==> src/rtl/lt_pkg.sv <==
package lt_pkg;
  localparam int VEC_W       = 8;
  localparam int SHIFT_W     = 3;
  localparam int PRE_W       = (1 << SHIFT_W) - 1;
  localparam int LVT_PER_BIT = 17;
  localparam int LVT_MSK_BIT = 16;
  localparam int DIV_HI_BIT  = 3;

  typedef enum logic [1:0] {
    REG_LVT  = 2'd0,
    REG_INIT = 2'd1,
    REG_CUR  = 2'd2,
    REG_DIV  = 2'd3
  } lt_reg_e;

  typedef struct packed {
    logic             periodic;
    logic             masked;
    logic [VEC_W-1:0] vector;
  } lt_lvt_t;

  // split code -> prescale shift, wrapping 7 to 0
  function automatic logic [SHIFT_W-1:0] lt_shift(input logic [SHIFT_W-1:0] code);
    return code + {{(SHIFT_W-1){1'b0}}, 1'b1};
  endfunction
endpackage

==> src/rtl/lt_regs.sv <==
module lt_regs
  import lt_pkg::*;
#(
  parameter int DATA_W = 32,
  parameter int CNT_W  = 32
) (
  input  logic              clk,
  input  logic              rst_n,
  input  logic              wr_en,
  input  logic [1:0]        wr_addr,
  input  logic [DATA_W-1:0] wr_data,
  input  logic [1:0]        rd_addr,
  input  logic [CNT_W-1:0]  cur_count,
  output lt_lvt_t           lvt_q,
  output logic [CNT_W-1:0]  init_q,
  output logic [SHIFT_W-1:0] div_code,
  output logic              init_wr,
  output logic [DATA_W-1:0] rd_data
);
  assign init_wr = wr_en && (wr_addr == REG_INIT);

  always_ff @(posedge clk or negedge rst_n) begin
    if (!rst_n) begin
      lvt_q.periodic <= 1'b0;
      lvt_q.masked   <= 1'b1;
      lvt_q.vector   <= '0;
      init_q         <= '0;
      div_code       <= '0;
    end else if (wr_en) begin
      case (lt_reg_e'(wr_addr))
        REG_LVT: begin
          lvt_q.periodic <= wr_data[LVT_PER_BIT];
          lvt_q.masked   <= wr_data[LVT_MSK_BIT];
          lvt_q.vector   <= wr_data[VEC_W-1:0];
        end
        REG_INIT: init_q   <= wr_data[CNT_W-1:0];
        REG_DIV:  div_code <= {wr_data[DIV_HI_BIT], wr_data[1:0]};
        default: ;
      endcase
    end
  end

  always_comb begin
    rd_data = '0;
    case (lt_reg_e'(rd_addr))
      REG_LVT: begin
        rd_data[LVT_PER_BIT] = lvt_q.periodic;
        rd_data[LVT_MSK_BIT] = lvt_q.masked;
        rd_data[VEC_W-1:0]   = lvt_q.vector;
      end
      REG_INIT: rd_data[CNT_W-1:0] = init_q;
      REG_CUR:  rd_data[CNT_W-1:0] = cur_count;
      REG_DIV: begin
        rd_data[DIV_HI_BIT] = div_code[2];
        rd_data[1:0]        = div_code[1:0];
      end
      default: ;
    endcase
  end
endmodule

==> src/rtl/lt_prescaler.sv <==
module lt_prescaler
  import lt_pkg::*;
(
  input  logic               clk,
  input  logic               rst_n,
  input  logic               clr,
  input  logic [SHIFT_W-1:0] shift,
  output logic               tick
);
  localparam logic [PRE_W-1:0] ONE = {{(PRE_W-1){1'b0}}, 1'b1};

  logic [PRE_W-1:0] pre_q;
  logic [PRE_W-1:0] mask;

  // shift of 7 wraps 1<<7 to zero, giving an all-ones mask
  assign mask = (ONE << shift) - ONE;
  assign tick = (pre_q & mask) == mask;

  always_ff @(posedge clk or negedge rst_n) begin
    if (!rst_n)   pre_q <= '0;
    else if (clr) pre_q <= '0;
    else          pre_q <= pre_q + ONE;
  end
endmodule

==> src/rtl/lt_counter.sv <==
module lt_counter #(
  parameter int CNT_W = 32
) (
  input  logic             clk,
  input  logic             rst_n,
  input  logic             tick,
  input  logic             load,
  input  logic [CNT_W-1:0] load_val,
  input  logic             periodic,
  input  logic [CNT_W-1:0] reload_val,
  output logic [CNT_W-1:0] cur_q,
  output logic             expire
);
  localparam logic [CNT_W-1:0] ONE = {{(CNT_W-1){1'b0}}, 1'b1};

  logic armed_q;
  logic zero;
  logic fire_ok;

  assign zero    = (cur_q == '0);
  assign fire_ok = periodic ? (reload_val != '0) : armed_q;
  assign expire  = tick && zero && !load && fire_ok;

  always_ff @(posedge clk or negedge rst_n) begin
    if (!rst_n) begin
      cur_q   <= '0;
      armed_q <= 1'b0;
    end else if (load) begin
      cur_q   <= load_val;
      armed_q <= (load_val != '0);
    end else if (tick) begin
      if (!zero) begin
        cur_q <= cur_q - ONE;
      end else if (periodic) begin
        cur_q <= reload_val;
      end else begin
        armed_q <= 1'b0;
      end
    end
  end
endmodule

==> src/rtl/lt_timer.sv <==
module lt_timer
  import lt_pkg::*;
#(
  parameter int DATA_W = 32,
  parameter int CNT_W  = 32
) (
  input  logic              clk,
  input  logic              rst_n,
  input  logic              wr_en,
  input  logic [1:0]        wr_addr,
  input  logic [DATA_W-1:0] wr_data,
  input  logic [1:0]        rd_addr,
  output logic [DATA_W-1:0] rd_data,
  output logic              irq_valid,
  output logic [VEC_W-1:0]  irq_vector
);
  lt_lvt_t            lvt_q;
  logic [CNT_W-1:0]   init_q;
  logic [CNT_W-1:0]   cur_count;
  logic [SHIFT_W-1:0] div_code;
  logic               init_wr;
  logic               tick;
  logic               expire;

  lt_regs #(.DATA_W(DATA_W), .CNT_W(CNT_W)) u_regs (
    .clk(clk), .rst_n(rst_n), .wr_en(wr_en), .wr_addr(wr_addr),
    .wr_data(wr_data), .rd_addr(rd_addr), .cur_count(cur_count),
    .lvt_q(lvt_q), .init_q(init_q), .div_code(div_code),
    .init_wr(init_wr), .rd_data(rd_data)
  );

  lt_prescaler u_pre (
    .clk(clk), .rst_n(rst_n), .clr(init_wr),
    .shift(lt_shift(div_code)), .tick(tick)
  );

  lt_counter #(.CNT_W(CNT_W)) u_cnt (
    .clk(clk), .rst_n(rst_n), .tick(tick), .load(init_wr),
    .load_val(wr_data[CNT_W-1:0]), .periodic(lvt_q.periodic),
    .reload_val(init_q), .cur_q(cur_count), .expire(expire)
  );

  always_ff @(posedge clk or negedge rst_n) begin
    if (!rst_n) begin
      irq_valid  <= 1'b0;
      irq_vector <= '0;
    end else begin
      irq_valid  <= expire && !lvt_q.masked;
      irq_vector <= expire ? lvt_q.vector : '0;
    end
  end
endmodule

==> config.mk <==
export PLATFORM = sky130hd
export DESIGN_NAME = lt_timer
export DESIGN_NICKNAME = d
export VERILOG_FILES = /design/src/rtl/lt_pkg.sv /design/src/rtl/lt_regs.sv /design/src/rtl/lt_prescaler.sv /design/src/rtl/lt_counter.sv /design/src/rtl/lt_timer.sv
export SDC_FILE = /design/constraint.sdc
export NUM_CORES = 1
export LEC_CHECK = 0
export BUFFER_PORTS_ARGS = -buffer_cell sky130_fd_sc_hd__buf_2
export CAP_MARGIN = 15
export CORE_MARGIN = 2
export CORE_UTILIZATION = 40
export CTS_CLUSTER_DIAMETER = 40
export DETAILED_ROUTE_END_ITERATION = 10
export PLACE_DENSITY_LB_ADDON = 0.15
export REMOVE_ABC_BUFFERS = 1
export SYNTH_ARGS = -nofsm -noshare
export SYNTH_HDL_FRONTEND = slang
export SYNTH_SLANG_ARGS = --single-unit
==> constraint.sdc <==
create_clock -name clk -period 5.5 [get_ports clk]
set_clock_uncertainty 0.05 [all_clocks]
set_input_delay 1.65 -clock clk [delete_from_list [all_inputs] [get_ports clk]]
set_output_delay 1.65 -clock clk [all_outputs]
set_load 0.05 [all_outputs]
# [Word-level counts from Yosys, hierarchy flattened]
# Cells that the tools add are included.
# W data, S select, Z words.
[classes] addsub=4 eq_ne=8 shift=1 n_mux=18 n_bitwise=1 reduce_logical=19
[op_table] operator="$mux W32" count=4
[op_table] operator="$reduce_bool A32 Y1" count=2
[op_table] operator="$logic_not A32 Y1" count=1
[op_table] operator="$sub A32 B1 Y32 const B" count=1
[op_table] operator="$pmux W14 S2" count=1
[op_table] operator="$pmux W8 S2" count=1
[op_table] operator="$pmux W4 S3" count=1
[op_table] operator="$mux W8" count=1
[op_table] operator="$pmux W2 S4" count=1
[op_table] operator="$reduce_and A2 Y1" count=4
[op_table] operator="$add A7 B1 Y7 const B" count=1
[op_table] operator="$and A7 B7 Y7" count=1
[op_table] operator="$eq A7 B7 Y1" count=1
[op_table] operator="$mux W7" count=1
[op_table] operator="$shl A1 B3 Y7 const A" count=1
[op_table] operator="$sub A7 B1 Y7 const B" count=1
[op_table] operator="$eq A2 B2 Y1 const B" count=3
[op_table] operator="$pmux W2 S3" count=1
[op_table] operator="$logic_and A1 B1 Y1" count=5
[op_table] operator="$mux W1" count=5
[op_table] operator="$eq A2 B1 Y1 const B" count=2
[op_table] operator="$logic_not A2 Y1" count=2
[op_table] operator="$pmux W1 S4" count=1
[op_table] operator="$reduce_bool A2 Y1" count=2
[op_table] operator="other kinds (6)" count=7
[totals] reg_bits=94 in_bits=39 output_inout_bits=41 word_cells=61

# [Depth between registers and ports, before layout]
# Gate-level depths: netlist (run 1).
[logic_depth] depth_word=9 depth_mapped=12 ltp_nobuf=9

# [Hierarchy]
# Synthesis (run 1) repeated with hierarchy kept, for this count alone.
[unflattened] hier_cells=579 hier_area_um2=5799.3
[modules_own_cells] module="lt_counter" instances=1 cells_each=338 area_per_inst_um2=2721.4 seq_area_each_um2=825.8
[modules_own_cells] module="lt_regs" instances=1 cells_each=181 area_per_inst_um2=2402.3 seq_area_each_um2=1127.3
[modules_own_cells] module="lt_prescaler" instances=1 cells_each=39 area_per_inst_um2=356.6 seq_area_each_um2=175.2
[modules_own_cells] module="lt_timer" instances=1 cells_each=21 area_per_inst_um2=319.1 seq_area_each_um2=225.2

# [Worst setup path before layout (run 1)]
# Ideal clock, no wire load.
[synth_path] path_kind="input port to output port" start="input port rd_addr[0]" end="output port rd_data[0]" arrival_ns=3.158 required_time_ns=3.800 path_slack_ns=0.642 cell_stages=5 n_path_buf=1 path_cell_list="inv_1 -> ha_1 -> clkbuf_1 -> a222oi_1 -> mux2i_1"
[synth_via] elab_chain_cells=2 word_cells_on_any_way=5 cone_classes="3 x eq/ne; 1 x mux; 1 x reduce/logical"
[synth_lines] item="start: declaration" line="lt_timer.sv:12" text="input logic [1:0] rd_addr,"
[synth_lines] item="$eq A2 B2 Y1 (tied with other cells)" line="lt_regs.sv:45" text="case (lt_reg_e'(rd_addr))"
[synth_lines] item="$pmux W2 S4 (*)" line="lt_regs.sv:45"
[synth_lines] item="end: declaration" line="lt_timer.sv:13" text="output logic [DATA_W-1:0] rd_data,"
# Every way passes the cells marked *; elsewhere a longest branch is shown, timed or not.

# [Final worst setup path (run 1)]
[layout_path] start="input port rd_addr[1]" end="output port rd_data[3]"
[layout_via] elab_chain_cells=2 word_cells_on_any_way=5 cone_classes="3 x eq/ne; 1 x mux; 1 x reduce/logical"
[layout_lines] item="$eq A2 B2 Y1 (tied with other cells)" line="lt_regs.sv:45"
[layout_lines] item="$pmux W1 S4 (*)" line="lt_regs.sv:45"
# Marks and branches as above.

==> out/qor.yml, run 1 <==
viasPerCell: 5.97
crit_path_cell_trace: "buf_2 > inv_1 > ha_1 > buf_4 > a222oi_1 > mux2i_1 > buf_2"
cts_buffers: 9
outcome: "finished, final reports clean"
clk_latency_ns: 0.35
crit_path_frequent_cell: "buf_2"
drt_first_pass_iters: 5
die_x_microns: 123
cts.sinks: 94
io_pins: 80
root_buffer: "clkbuf_16"
yosys.area.top_type: "dfrtp_1"
drive_gt1_frac: 0.181
setup_tns_ns: 0
rsz0062_at_grt: "no"
grt_max_degree: 66
final_nets: 762
p_per_area_mw_per_mm2: 402
post-dp-hpwl_microns: 12600
seq_area_frac_synth: 0.414
ys_types: 68
drt_wl_total_microns: 17900
finalInstanceArea_sq_mm: 0.00652
crit_required_ns: 3.80
ant_nets: 0
ys.flop_type: "dfrtp_1"
grt_pass1_wl_microns: 28200
ir_drop_mv: 0.156
syn_inst: 659
routedWlPerCell_microns: 19.9
port_buffers: 79
worst_slack_ns: 0.467
ys_top_cells_by_area: "dfrtp_1 41%, nand2_1 8.6%, o21ai_0 3.3%"
async_flop_share: 1.00
syn_to_final_growth_pct: 14.5
cts_max_level: 3
hold_ws_ns: 0.442
cp_data_arrival_time_ns: 3.33
synth.cell_area_sq_mm: 0.00569
finalHoldViolCount: 0
grt_pass1_vias: 5123
synth-edff-count: 0
post-route-drc-count: 0
post-cts-setup-buffers: 0
ctsLongestPathBuffers: 2
p_leak_nw: 2.90
crit_type: "primary input to primary output"
cp_slowest_cell: "ha_1"
antenna_cells: 0
power.total_mw: 2.62
final_cell_mix: "130 x nand2_1, 93 x dfrtp_1, 78 x buf_2"
cts_resized: 0
ys_seq_elements: 94
routabilityCongestion: 0.920
fmax_ghz: 0.199
layout_commonest_cell: "nand2_1"
cp.buffers_inverters: 4
crit_fanout: 12
critPathLaunchType: "primary input"
regToRegStartpoint: "u_regs.div_code[1]"
rows: 43
fin_crit_sh: 0.915
synth_top_area_frac: 0.409
yosys_warnings: 0
grt_overflow: 0
die_h_microns: 123
critical_path.top_delay_family: "buffers and inverters"
end_kind: "primary output"
place_area_sq_mm: 0.00620
hold_path.class: "register to register"
clk_pin_slew_worst_paths_ns: 0.07
vias: 5358
cts_tree: "yes"
core_sq_mm: 0.0139
slew_headroom: 0.278
track_usage: 0.242
startpoint: "rd_addr[1]"
antenna_found_initial: 0
slew_viol_final: 0
setup_viol: 0
die_area_sq_mm: 0.0152
start_util: 0.410
min_from: "u_regs.lvt_q[0]"
finalCriticalPeriod_ns: 5.03
avgSynthCellArea_sq_um: 8.63
worstMarginPinSlew_ns: 1.08
drv_cap: 0
hold_buffers: 0
place_ws_ns: 0.507
drtIter0Drc: 396
cpPeakStageDelay_ns: 0.60
==> registers in the layout, summed over array words and instances (netlist names) <==
register	flops
u_pre.pre_q	7
u_cnt.armed_q	1
u_regs.lvt_q	10
irq_valid	1
u_cnt.cur_q	32
irq_vector	8
u_regs.init_q	32
u_regs.div_code	3
==> where the power goes <==
group	switching [mW]	leakage [nW]	internal [mW]	total [mW]
clock network	0.282	0.152	0.398	0.680
logic	0.482	1.59	0.322	0.804
registers	0.264	1.16	0.871	1.13
total	1.03	2.90	1.59	2.62
==> final timing paths <==
check | cells past startpoint | to | slack (ns)
max reg2reg | 8 | u_cnt.cur_q[31] | 2.33
min in group asynchronous | 1 | u_regs.init_q[10] | 1.36
max | 7 | rd_data[3] | 0.47
min | 1 | irq_vector[0] | 0.44
max in group asynchronous | 2 | u_cnt.cur_q[8] | 3.08
min reg2reg | 1 | irq_vector[0] | 0.44
==> cells in the mapped netlist, types with 3 or more instances <==
cell       count
a21oi_1       13
a222oi_1      10
a22oi_1       25
a2bb2oi_1      3
a31oi_1       15
a41oi_1        4
and2_1         9
and3_1         7
and4_1         3
buf_1          5
buf_2          7
buf_6          3
clkbuf_1      33
dfrtp_1       93
ha_1          10
inv_1         13
mux2_2        11
mux2i_1        6
nand2_1      130
nand2b_1       3
nand3_1       12
nand3b_1       3
nand4_1        5
nor2_1        42
nor2b_1       26
nor3_1        16
nor4_1        20
o211ai_1      16
o21a_1         3
o21ai_0       38
o22ai_1        3
o31ai_1        4
or3_1         10
xnor2_1       12
xor2_1         4
==> per-layer routing <==
metal	GRT usage	vias up	part of all wire
met1	0.360	2669	0.47
met3	0.0291	18	0.056
li1	-	2501	-
met5	0	-	0
met2	0.371	170	0.46
met4	0.0710	0	0.014
==> cell families (layout without fill, tap and decap cells) <==
logic type	Yosys count	in the layout	synth area share
DFF	94	94	0.414
muxes	17	17	0.0323
adders and majority gates	10	10	0.0220
xor gates and xnor gates	16	16	0.0246
AOI/OAI and AO/OA	156	156	0.192
and+or+nand+nor	305	305	0.269
buffers and inverters	61	120	0.0458
==> cell type report <==
class                      count  area, sq um
clock buffer                  10          229
clock inverter                 6         86.3
multi-input combinational    504         3080
sequential                    94         2350
tap                          180          225
fill                        1365         7370
inverter                      13         48.8
timing repair buffer          91          488
==> through the flow <==
stage	instances	util
after floorplan	611	-
after global placement	882	0.447
after detailed placement	882	0.447
after CTS	898	0.469
after global routing	898	0.469
final	898	0.469
Power figures use the tool's default switching activity.
==> run 2, diff against run 1 <==
--- a/config.mk
+++ b/config.mk
@@ -11,6 +11,7 @@
 export CORE_UTILIZATION = 40
 export CTS_CLUSTER_DIAMETER = 40
 export DETAILED_ROUTE_END_ITERATION = 10
+export GPL_TIMING_DRIVEN = 0
 export PLACE_DENSITY_LB_ADDON = 0.15
 export REMOVE_ABC_BUFFERS = 1
 export SYNTH_ARGS = -nofsm -noshare
==> out/qor.yml, run 2 (same netlist as run 1, synthesis figures left out) <==
outcome: "finished, final reports clean"
final-seq-area_sq_mm: 0.00235
setup_tns_ns: 0
instances_no_fill: 895
antenna_cells: 0
p_per_area_mw_per_mm2: 386
p_int_mw: 1.53
clockPowerShare: 0.237
rsz0062_at_grt: "no"
place_area_sq_mm: 0.00629
end_kind: "primary output"
vias: 5280
cp_data_arrival_time_ns: 3.55
core_sq_mm: 0.0139
fin_crit_sh: 0.955
cts_resized: 0
ctsLongestPathBuffers: 2
grt_pass1_vias: 4995
cp_slowest_cell: "ha_1"
viasPerCell: 5.90
dp_cells: 879
place_ws_ns: 0.298
drv_cap: 0
rrSetupSlack_ns: 2.16
routedWlPerCell_microns: 19.3
syn_to_final_growth_pct: 15.6
cpPeakStageDelay_ns: 0.80
ant_nets: 0
io_pins: 80
cts_buffers: 9
track_usage: 0.239
drt_first_pass_iters: 7
final_cell_mix: "130 x nand2_1, 93 x dfrtp_1, 78 x buf_2"
cts_max_level: 3
min_from: "u_regs.lvt_q[3]"
crit_required_ns: 3.80
finalInstanceArea_sq_mm: 0.00657
r2r-end: "u_cnt.cur_q[1]"
port_buffers: 79
finalHoldViolCount: 0
multiInputGateArea_sq_mm: 0.00309
largest_registers: "u_cnt.cur_q: 32 flops, u_regs.init_q: 32 flops, u_regs.lvt_q: 10 flops"
antenna_found_initial: 0
power.total_mw: 2.54
layout_commonest_cell: "nand2_1"
final_nets: 759
p_leak_nw: 2.91
fmax_ghz: 0.190
hold_path.class: "register to register"
swShare: 0.397
grt_max_degree: 68
slew_viol_final: 0
grt_pass1_wl_microns: 27700
root_buffer: "clkbuf_16"
cts_tree: "yes"
routabilityCongestion: 0.904
num-fill-cells: 1370
p_comb_frac: 0.321
drtIter0Drc: 427
critPathLaunchType: "primary input"
hold_path_depth: 1
slew_headroom: 0.318
drt_wl_total_microns: 17300
die_area_sq_mm: 0.0152
crit_path_cell_trace: "buf_2 > inv_1 > ha_1 > buf_8 > a222oi_1 > nor2_1 > buf_2"
cp.buffers_inverters: 4
drive_gt1_frac: 0.179
clk_latency_ns: 0.35
die_h_microns: 123
grt_overflow: 0
worst_slack_ns: 0.249
post-dp-hpwl_microns: 12300
cts.sinks: 94
crit_path_frequent_cell: "buf_2"
regToRegStartpoint: "u_regs.div_code[2]"
switchingPower_mw: 1.01
setup_viol: 0
post-cts-setup-buffers: 0
critical_path.top_delay_family: "adder cells"
pwr-share-seq: 0.443
hold-path-endpoint: "irq_vector[3]"
ir_drop_mv: 0.168
r2r_cells: 8
hold_buffers: 0
crit_fanout: 20
clk_pin_slew_worst_paths_ns: 0.07
die_x_microns: 123
start_util: 0.410
finalCriticalPeriod_ns: 5.25
worstMarginPinSlew_ns: 1.02
post-route-drc-count: 0
rows: 43
crit_type: "primary input to primary output"
run 2: power by group through the flow:
stage	Clock (mW)	Combinational (mW)	Sequential (mW)
detailed placement	0	0.817	1.13
finish	0.601	0.814	1.12
global route	0.644	0.910	1.16
floorplan	0	0.612	1.05
CTS	0.616	0.819	1.12
global placement	0	0.776	1.12
run 2: per-layer routing:
metal | vias up | GRT usage | part of all wire
li1 | 2492 | - | -
met1 | 2575 | 0.342 | 0.46
met2 | 186 | 0.353 | 0.45
met3 | 27 | 0.0434 | 0.060
met4 | 0 | 0.107 | 0.027
met5 | - | 0 | 0
run 2: worst max-delay path by stage:
| stage | start | to | slack (ns) | cells after the start |
|---|---|---|---|---|
| 2_1_floorplan | rd_addr[0] | rd_data[3] | 0.38 | 4 |
| 3_3_place_gp | wr_addr[1] | u_cnt.cur_q[16] | -0.86 | 7 |
| 3_5_place_dp | rd_addr[0] | rd_data[16] | 0.30 | 7 |
| 4_1_cts | rd_addr[0] | rd_data[16] | 0.30 | 7 |
| 5_1_grt | rd_addr[0] | rd_data[16] | 0.16 | 7 |
| 6_report | rd_addr[0] | rd_data[16] | 0.25 | 7 |
run 2: final cells by class:
| type | instances | area share |
|---|---|---|
| Timing Repair Buffer | 88 | 0.0883 |
| Clock buffer | 12 | 0.0390 |
| Clock inverter | 4 | 0.00343 |
| Sequential cell | 94 | 0.358 |
| Inverter | 13 | 0.00742 |
| Tap cell | 180 | 0.0343 |
| Multi-Input combinational cell | 504 | 0.470 |
run 2: metrics by stage:
| stage | hold WS (ns) | util |
|---|---|---|
| 2_1_floorplan | 0.397 | - |
| 3_3_place_gp | 0.422 | 0.439 |
| 3_5_place_dp | 0.426 | 0.453 |
| 4_1_cts | 0.434 | 0.474 |
| 5_1_grt | 0.469 | 0.474 |
| 6_report | 0.427 | 0.474 |
